File: src/rtl/mbox_pkg.sv
package mbox_pkg;
    localparam int MBOX_DW    = 32;
    localparam int MBOX_DEPTH = 64;

    // how a pending doorbell is released
    typedef enum logic {
        CLR_BY_ACK  = 1'b0,
        CLR_BY_READ = 1'b1
    } clr_src_e;
endpackage

File: src/rtl/mbox_mem.sv
module mbox_mem #(
    parameter int DW    = 32,
    parameter int DEPTH = 64,
    localparam int AW   = $clog2(DEPTH)
) (
    input  logic          clk,
    input  logic          rst_n,
    input  logic          wr_en,
    input  logic [AW-1:0] wr_addr,
    input  logic [DW-1:0] wr_data,
    input  logic          rd_en,
    input  logic [AW-1:0] rd_addr,
    output logic [DW-1:0] rd_data
);
    logic [DW-1:0] store_q [DEPTH];
    logic [DW-1:0] rdata_d, rdata_q;

    // write port: no reset on the storage array
    always_ff @(posedge clk) begin
        if (wr_en) store_q[wr_addr] <= wr_data;
    end

    // read port: old contents win on a same-address collision
    always_comb begin
        rdata_d = rdata_q;
        if (rd_en) rdata_d = store_q[rd_addr];
    end

    always_ff @(posedge clk) begin
        if (!rst_n) rdata_q <= '0;
        else        rdata_q <= rdata_d;
    end

    assign rd_data = rdata_q;

    AST_RDATA_HOLDS: assert property (@(posedge clk) disable iff (!rst_n)
        !rd_en |=> $stable(rd_data));
endmodule

File: src/rtl/mbox_doorbell.sv
module mbox_doorbell
    import mbox_pkg::*;
#(
    parameter int DEPTH      = 64,
    parameter int FIXED_BASE = 32,
    localparam int AW        = $clog2(DEPTH),
    localparam int LW        = AW + 1
) (
    input  logic          clk,
    input  logic          rst_n,
    input  logic          fixed_loc,
    input  logic          ack_mode,
    input  logic          post,
    input  logic [AW-1:0] post_addr,
    input  logic [LW-1:0] post_len,
    input  logic          rd_en,
    input  logic [AW-1:0] rd_addr,
    input  logic          ack,
    output logic          bell,
    output logic          overflow,
    output logic [AW-1:0] msg_addr,
    output logic [LW-1:0] msg_len
);
    typedef struct packed {
        logic          bell;
        logic          ovf;
        clr_src_e      clr;
        logic [AW-1:0] base;
        logic [LW-1:0] len;
    } bell_st_t;

    bell_st_t      st_d, st_q;
    logic [AW-1:0] last_addr;
    logic          release_hit;

    // final word of the pending message, wrapping inside the memory
    assign last_addr = st_q.base + st_q.len[AW-1:0] - AW'(1);

    always_comb begin
        st_d        = st_q;
        release_hit = 1'b0;
        if (st_q.bell) begin
            if (post) st_d.ovf = 1'b1;
            if (st_q.clr == CLR_BY_ACK) release_hit = ack;
            else                        release_hit = rd_en && (rd_addr == last_addr);
            if (release_hit) st_d.bell = 1'b0;
        end else if (post) begin
            st_d.bell = 1'b1;
            st_d.base = fixed_loc ? AW'(FIXED_BASE) : post_addr;
            st_d.len  = post_len;
            st_d.clr  = ack_mode ? CLR_BY_ACK : CLR_BY_READ;
        end
    end

    always_ff @(posedge clk) begin
        if (!rst_n) begin
            st_q.bell <= 1'b0;
            st_q.ovf  <= 1'b0;
            st_q.clr  <= CLR_BY_ACK;
            st_q.base <= '0;
            st_q.len  <= '0;
        end else begin
            st_q <= st_d;
        end
    end

    assign bell     = st_q.bell;
    assign overflow = st_q.ovf;
    assign msg_addr = st_q.base;
    assign msg_len  = st_q.len;

    AST_POST_LEN_LEGAL: assert property (@(posedge clk) disable iff (!rst_n)
        post |-> (post_len != '0) && (int'(post_len) <= DEPTH));
    AST_BELL_NEXT_CYCLE: assert property (@(posedge clk) disable iff (!rst_n)
        (post && !bell) |=> bell);
    AST_FIXED_LOCATION: assert property (@(posedge clk) disable iff (!rst_n)
        (post && !bell && fixed_loc) |=> (msg_addr == AW'(FIXED_BASE)));
    AST_ACK_RELEASES: assert property (@(posedge clk) disable iff (!rst_n)
        (bell && st_q.clr == CLR_BY_ACK && ack) |=> !bell);
    AST_READ_MODE_KEEPS: assert property (@(posedge clk) disable iff (!rst_n)
        (bell && st_q.clr == CLR_BY_READ && !rd_en) |=> bell);
    AST_NO_OVERWRITE: assert property (@(posedge clk) disable iff (!rst_n)
        (bell && post) |=> ($stable(msg_addr) && $stable(msg_len) && overflow));
    AST_NO_OVERFLOW_CLEAR: assert property (@(posedge clk) disable iff (!rst_n)
        overflow |=> overflow);
    AST_IDLE_ACK_INERT: assert property (@(posedge clk) disable iff (!rst_n)
        (!bell && !post && ack) |=> (!bell && $stable(overflow)));
endmodule

File: src/rtl/mbox_top.sv
module mbox_top
    import mbox_pkg::*;
#(
    parameter int DW         = MBOX_DW,
    parameter int DEPTH      = MBOX_DEPTH,
    parameter int FIXED_BASE = 32,
    localparam int AW        = $clog2(DEPTH),
    localparam int LW        = AW + 1
) (
    input  logic          clk,
    input  logic          rst_n,
    input  logic          fixed_loc,
    input  logic          ack_mode,
    input  logic          s_we,
    input  logic [AW-1:0] s_addr,
    input  logic [DW-1:0] s_wdata,
    input  logic          s_post,
    input  logic [AW-1:0] s_post_addr,
    input  logic [LW-1:0] s_post_len,
    output logic          s_busy,
    output logic          s_overflow,
    input  logic          r_re,
    input  logic [AW-1:0] r_addr,
    output logic [DW-1:0] r_rdata,
    input  logic          r_ack,
    output logic          r_bell,
    output logic [AW-1:0] r_msg_addr,
    output logic [LW-1:0] r_msg_len
);
    logic bell_w;

    mbox_mem #(.DW(DW), .DEPTH(DEPTH)) u_mem (
        .clk     (clk),
        .rst_n   (rst_n),
        .wr_en   (s_we),
        .wr_addr (s_addr),
        .wr_data (s_wdata),
        .rd_en   (r_re),
        .rd_addr (r_addr),
        .rd_data (r_rdata)
    );

    mbox_doorbell #(.DEPTH(DEPTH), .FIXED_BASE(FIXED_BASE)) u_bell (
        .clk       (clk),
        .rst_n     (rst_n),
        .fixed_loc (fixed_loc),
        .ack_mode  (ack_mode),
        .post      (s_post),
        .post_addr (s_post_addr),
        .post_len  (s_post_len),
        .rd_en     (r_re),
        .rd_addr   (r_addr),
        .ack       (r_ack),
        .bell      (bell_w),
        .overflow  (s_overflow),
        .msg_addr  (r_msg_addr),
        .msg_len   (r_msg_len)
    );

    assign r_bell = bell_w;
    assign s_busy = bell_w;

    AST_BUSY_MIRRORS_BELL: assert property (@(posedge clk) disable iff (!rst_n)
        s_busy == r_bell);
endmodule

File: config.mk
export PLATFORM = sky130hd
export DESIGN_NAME = mbox_top
export DESIGN_NICKNAME = d
export VERILOG_FILES = /design/src/rtl/mbox_pkg.sv /design/src/rtl/mbox_mem.sv /design/src/rtl/mbox_doorbell.sv /design/src/rtl/mbox_top.sv
export SDC_FILE = /design/constraint.sdc
export NUM_CORES = 2
export LEC_CHECK = 0
export ABC_AREA = 0
export BUFFER_PORTS_ARGS = -buffer_cell sky130_fd_sc_hd__buf_2
export CAP_MARGIN = 20
export CORE_ASPECT_RATIO = 1.4
export CORE_MARGIN = 4
export CORE_UTILIZATION = 59
export CTS_BUF_LIST = sky130_fd_sc_hd__clkbuf_2
export CTS_CLUSTER_DIAMETER = 200
export CTS_CLUSTER_SIZE = 8
export DETAILED_ROUTE_END_ITERATION = 7
export PLACE_DENSITY_LB_ADDON = 0.25
export SYNTH_ARGS = -nofsm -noshare
export SYNTH_HDL_FRONTEND = slang
export SYNTH_SLANG_ARGS = --single-unit
File: constraint.sdc
create_clock -name clk -period 4.94 [get_ports clk]
set_clock_uncertainty 0.15 [all_clocks]
set_input_delay 1.235 -clock clk [delete_from_list [all_inputs] [get_ports clk]]
set_output_delay 1.235 -clock clk [all_outputs]
set_load 0.01 [all_outputs]
==> flow_summary.json <==
{
  "status": "complete, no violations",
  "htree_levels": 5,
  "cts_tree": "yes",
  "place_ws_ns": 0.754,
  "cts-root-buf": "clkbuf_2",
  "clock_sinks": 2096,
  "vias": 41100,
  "grt_usage_pct": 29.8,
  "grt_overflow": 0,
  "synthFlopType": "edfxtp_1",
  "placed_area_sq_mm": 0.0844,
  "critPathSlowestCell": "dfxtp_1",
  "cp_top_family": "flip-flops",
  "min_from": "s_wdata[17]",
  "cts.reportedPaths.clkPinSlew_ns": 0.14,
  "grt_max_degree": 77,
  "relSlewSlack_pct": 17.1,
  "hold_viol": 0,
  "io_buffers": 112,
  "initial_core_util_pct": 59.4,
  "final_util_pct": 65.0,
  "drive_gt1_share_pct": 30.9,
  "final-max-slew-violation-count": 0,
  "r2r_start": "u_bell.msg_addr[1]",
  "area_growth_syn_to_layout_pct": 9.42,
  "dieArea_sq_mm": 0.143,
  "crit_start": "u_mem.rd_data[3]",
  "synth_compound_area_share_pct": 2.33,
  "die_h_um": 445,
  "ir_worst_vdd_mv": 0.276,
  "insertion_delay_ns": 1.82,
  "wl_per_cell_um": 34.4,
  "cts_buffers": 311,
  "synthMuxAreaShare_pct": 16.4,
  "multiInputGateArea_sq_mm": 0.0174,
  "syn_inst": 3662,
  "synth_top_family_by_area": "multiplexers",
  "dpl.cell_count": 5510,
  "final.setup.tns_ns": 0,
  "p_per_area_mw_per_mm2": 337,
  "dr.pass1.iters": 5,
  "p_leak_nw": 28.4,
  "cp.arrival_ns": 2.64,
  "nets": 4244,
  "rsz0062_at_grt": "no",
  "clockBufferDepth": 4,
  "stdcell_area_sq_mm": 0.0882,
  "seq_area_frac_synth_pct": 77.4,
  "synth_nets": 3737,
  "slowest_delay_ns": 0.64,
  "max_cap_violations": 0,
  "synth_xor_area_share_pct": 0.119,
  "fillers": 9015,
  "detail-route-antenna-nets": 0,
  "setup_viol": 0,
  "grt_antenna_before_repair": 14,
  "fin_crit_ns": 4.03,
  "cp-start-kind": "register",
  "power.total_mw": 29.7,
  "std_cell_rows": 160,
  "path_max_fanout": 2,
  "grt_first_pass_wirelength_um": 299000,
  "gp_congestion": 0.806,
  "async_reset_ff_share_pct": 0,
  "fin_cells": 6096,
  "cp_cell_sequence": "buf_2",
  "drt_iter0_drc": 5562,
  "ys_seq_elements": 2096,
  "syn_avg_cell_area_sq_um": 22.0,
  "synth_edf_count": 2048,
  "grt_pass1_vias": 42100,
  "fmax_mhz": 248,
  "die_w_um": 320,
  "via_per_inst": 6.75,
  "yosysWarnings": 0,
  "path_buf_inv": 1,
  "endpoint_kind": "output port",
  "core_sq_mm": 0.136,
  "synthDistinctLibCells": 62,
  "synthSimpleGateAreaFrac_pct": 1.95,
  "pin_count": 113,
  "synthAdderAreaFrac_pct": 0.164,
  "drc": 0,
  "tightest_slew_ns": 1.24,
  "crit_type": "reg -> out",
  "fin_crit_sh_pct": 81.5,
  "ff_latch_area_sq_mm": 0.0625,
  "hold_slack_ns": 0.185,
  "layout_setup_ws_ns": 0.912,
  "cp.required_ns": 3.56,
  "drt_wl_total_um": 210000,
  "worstHoldPathType": "in -> reg",
  "netlist_area_sq_mm": 0.0806,
  "hpwl_um": 113000
}
-- worst paths after layout --
kind	slack, ns	end	cells after the start
min reg2reg	0.37	u_mem.rd_data[26]	2
max reg2reg	1.82	u_bell.bell	11
max	0.91	r_rdata[3]	1
min	0.18	u_mem.store_q[34][17]	2
-- where the power goes --
part | total [mW] | internal (mW) | switching (mW)
registers | 19.7 | 19.6 | 0.0787
logic | 1.96 | 0.794 | 1.16
clock network | 8.06 | 2.40 | 5.66
-- state kept, by name, summed over array words and instances, names as in the netlist --
| register | cells |
|---|---|
| u_mem.store_q | 2048 |
| u_mem.rd_data | 32 |
| u_bell.msg_len | 7 |
| u_bell.msg_addr | 6 |
| u_bell.bell | 1 |
| u_bell.overflow | 1 |
| u_bell.st_q | 1 |
-- kinds of logic after synthesis --
kind of cell,count (synthesis)
DFF,2096
buffers and inverters,240
and+or+nand+nor,337
xor gates and xnor gates,11
AOI/OAI and AO/OA,262
adders and majority gates,10
muxes,706
-- routing by layer --
metal	share of wire, %	up-vias	GRT usage (%)
li1	-	16400	-
met1	35	21600	39.7
met2	50	2613	48.1
met3	10	455	6.43
met4	4.9	14	13.2
met5	0.033	-	0
-- cells in the final DEF (no fill, tap or decap), types with 9 or more instances in the layout --
master,netlist,final
nand2_1,106,106
buf_12,0,54
a21boi_0,12,12
o221ai_1,14,14
a221oi_1,22,22
dfxtp_1,48,48
o22ai_1,39,39
inv_1,20,20
edfxtp_1,2048,2048
a22oi_1,23,23
a21oi_1,29,29
o21a_1,12,12
buf_2,49,108
buf_4,50,136
nor2_1,97,35
nand2b_1,15,13
ha_1,9,9
mux2i_1,206,206
mux4_2,488,488
nor2_4,0,62
a211oi_1,9,9
nand3_1,47,47
nand3b_1,13,13
dlygate4sd3_1,0,105
nor2b_1,20,18
clkbuf_2,0,443
o21ai_0,35,35
o221a_2,15,15
xnor2_1,9,9
-- synth_stat cells, types with 7 or more instances --
cell type	number	share of area, %
a211oi_1	9	0.084
a21boi_0	12	0.11
a21oi_1	29	0.18
a221oi_1	22	0.24
a22oi_1	23	0.21
a31oi_1	7	0.054
buf_1	17	0.079
buf_2	49	0.30
buf_4	50	0.47
buf_6	20	0.28
clkbuf_1	76	0.35
dfxtp_1	48	1.2
edfxtp_1	2048	76
ha_1	9	0.14
inv_1	20	0.093
mux2_1	7	0.098
mux2i_1	206	2.6
mux4_2	488	14
nand2_1	106	0.49
nand2b_1	15	0.12
nand3_1	47	0.29
nand3b_1	13	0.12
nand4_1	8	0.062
nor2_1	97	0.45
nor2b_1	20	0.16
nor3_1	10	0.062
o211ai_1	8	0.074
o21a_1	12	0.11
o21ai_0	35	0.22
o221a_2	15	0.21
o221ai_1	14	0.15
o22ai_1	39	0.30
xnor2_1	9	0.098
-- area by class of cell --
type	count	area share, %
Antenna cell	8	0.0227
Clock buffer	443	2.51
Clock inverter	7	0.0893
Inverter	26	0.111
Multi-Input combinational cell	1326	19.7
Sequential cell	2096	70.8
Tap cell	1782	2.53
Timing Repair Buffer	408	4.28
-- what timing repair did --
item,4_1_cts,5_1_grt
hold endpoints to repair,1746,0
hold buffers,105,0
resized for setup,0,0
setup buffers,0,0
Note: power is estimated with default switching activity, not from simulation.
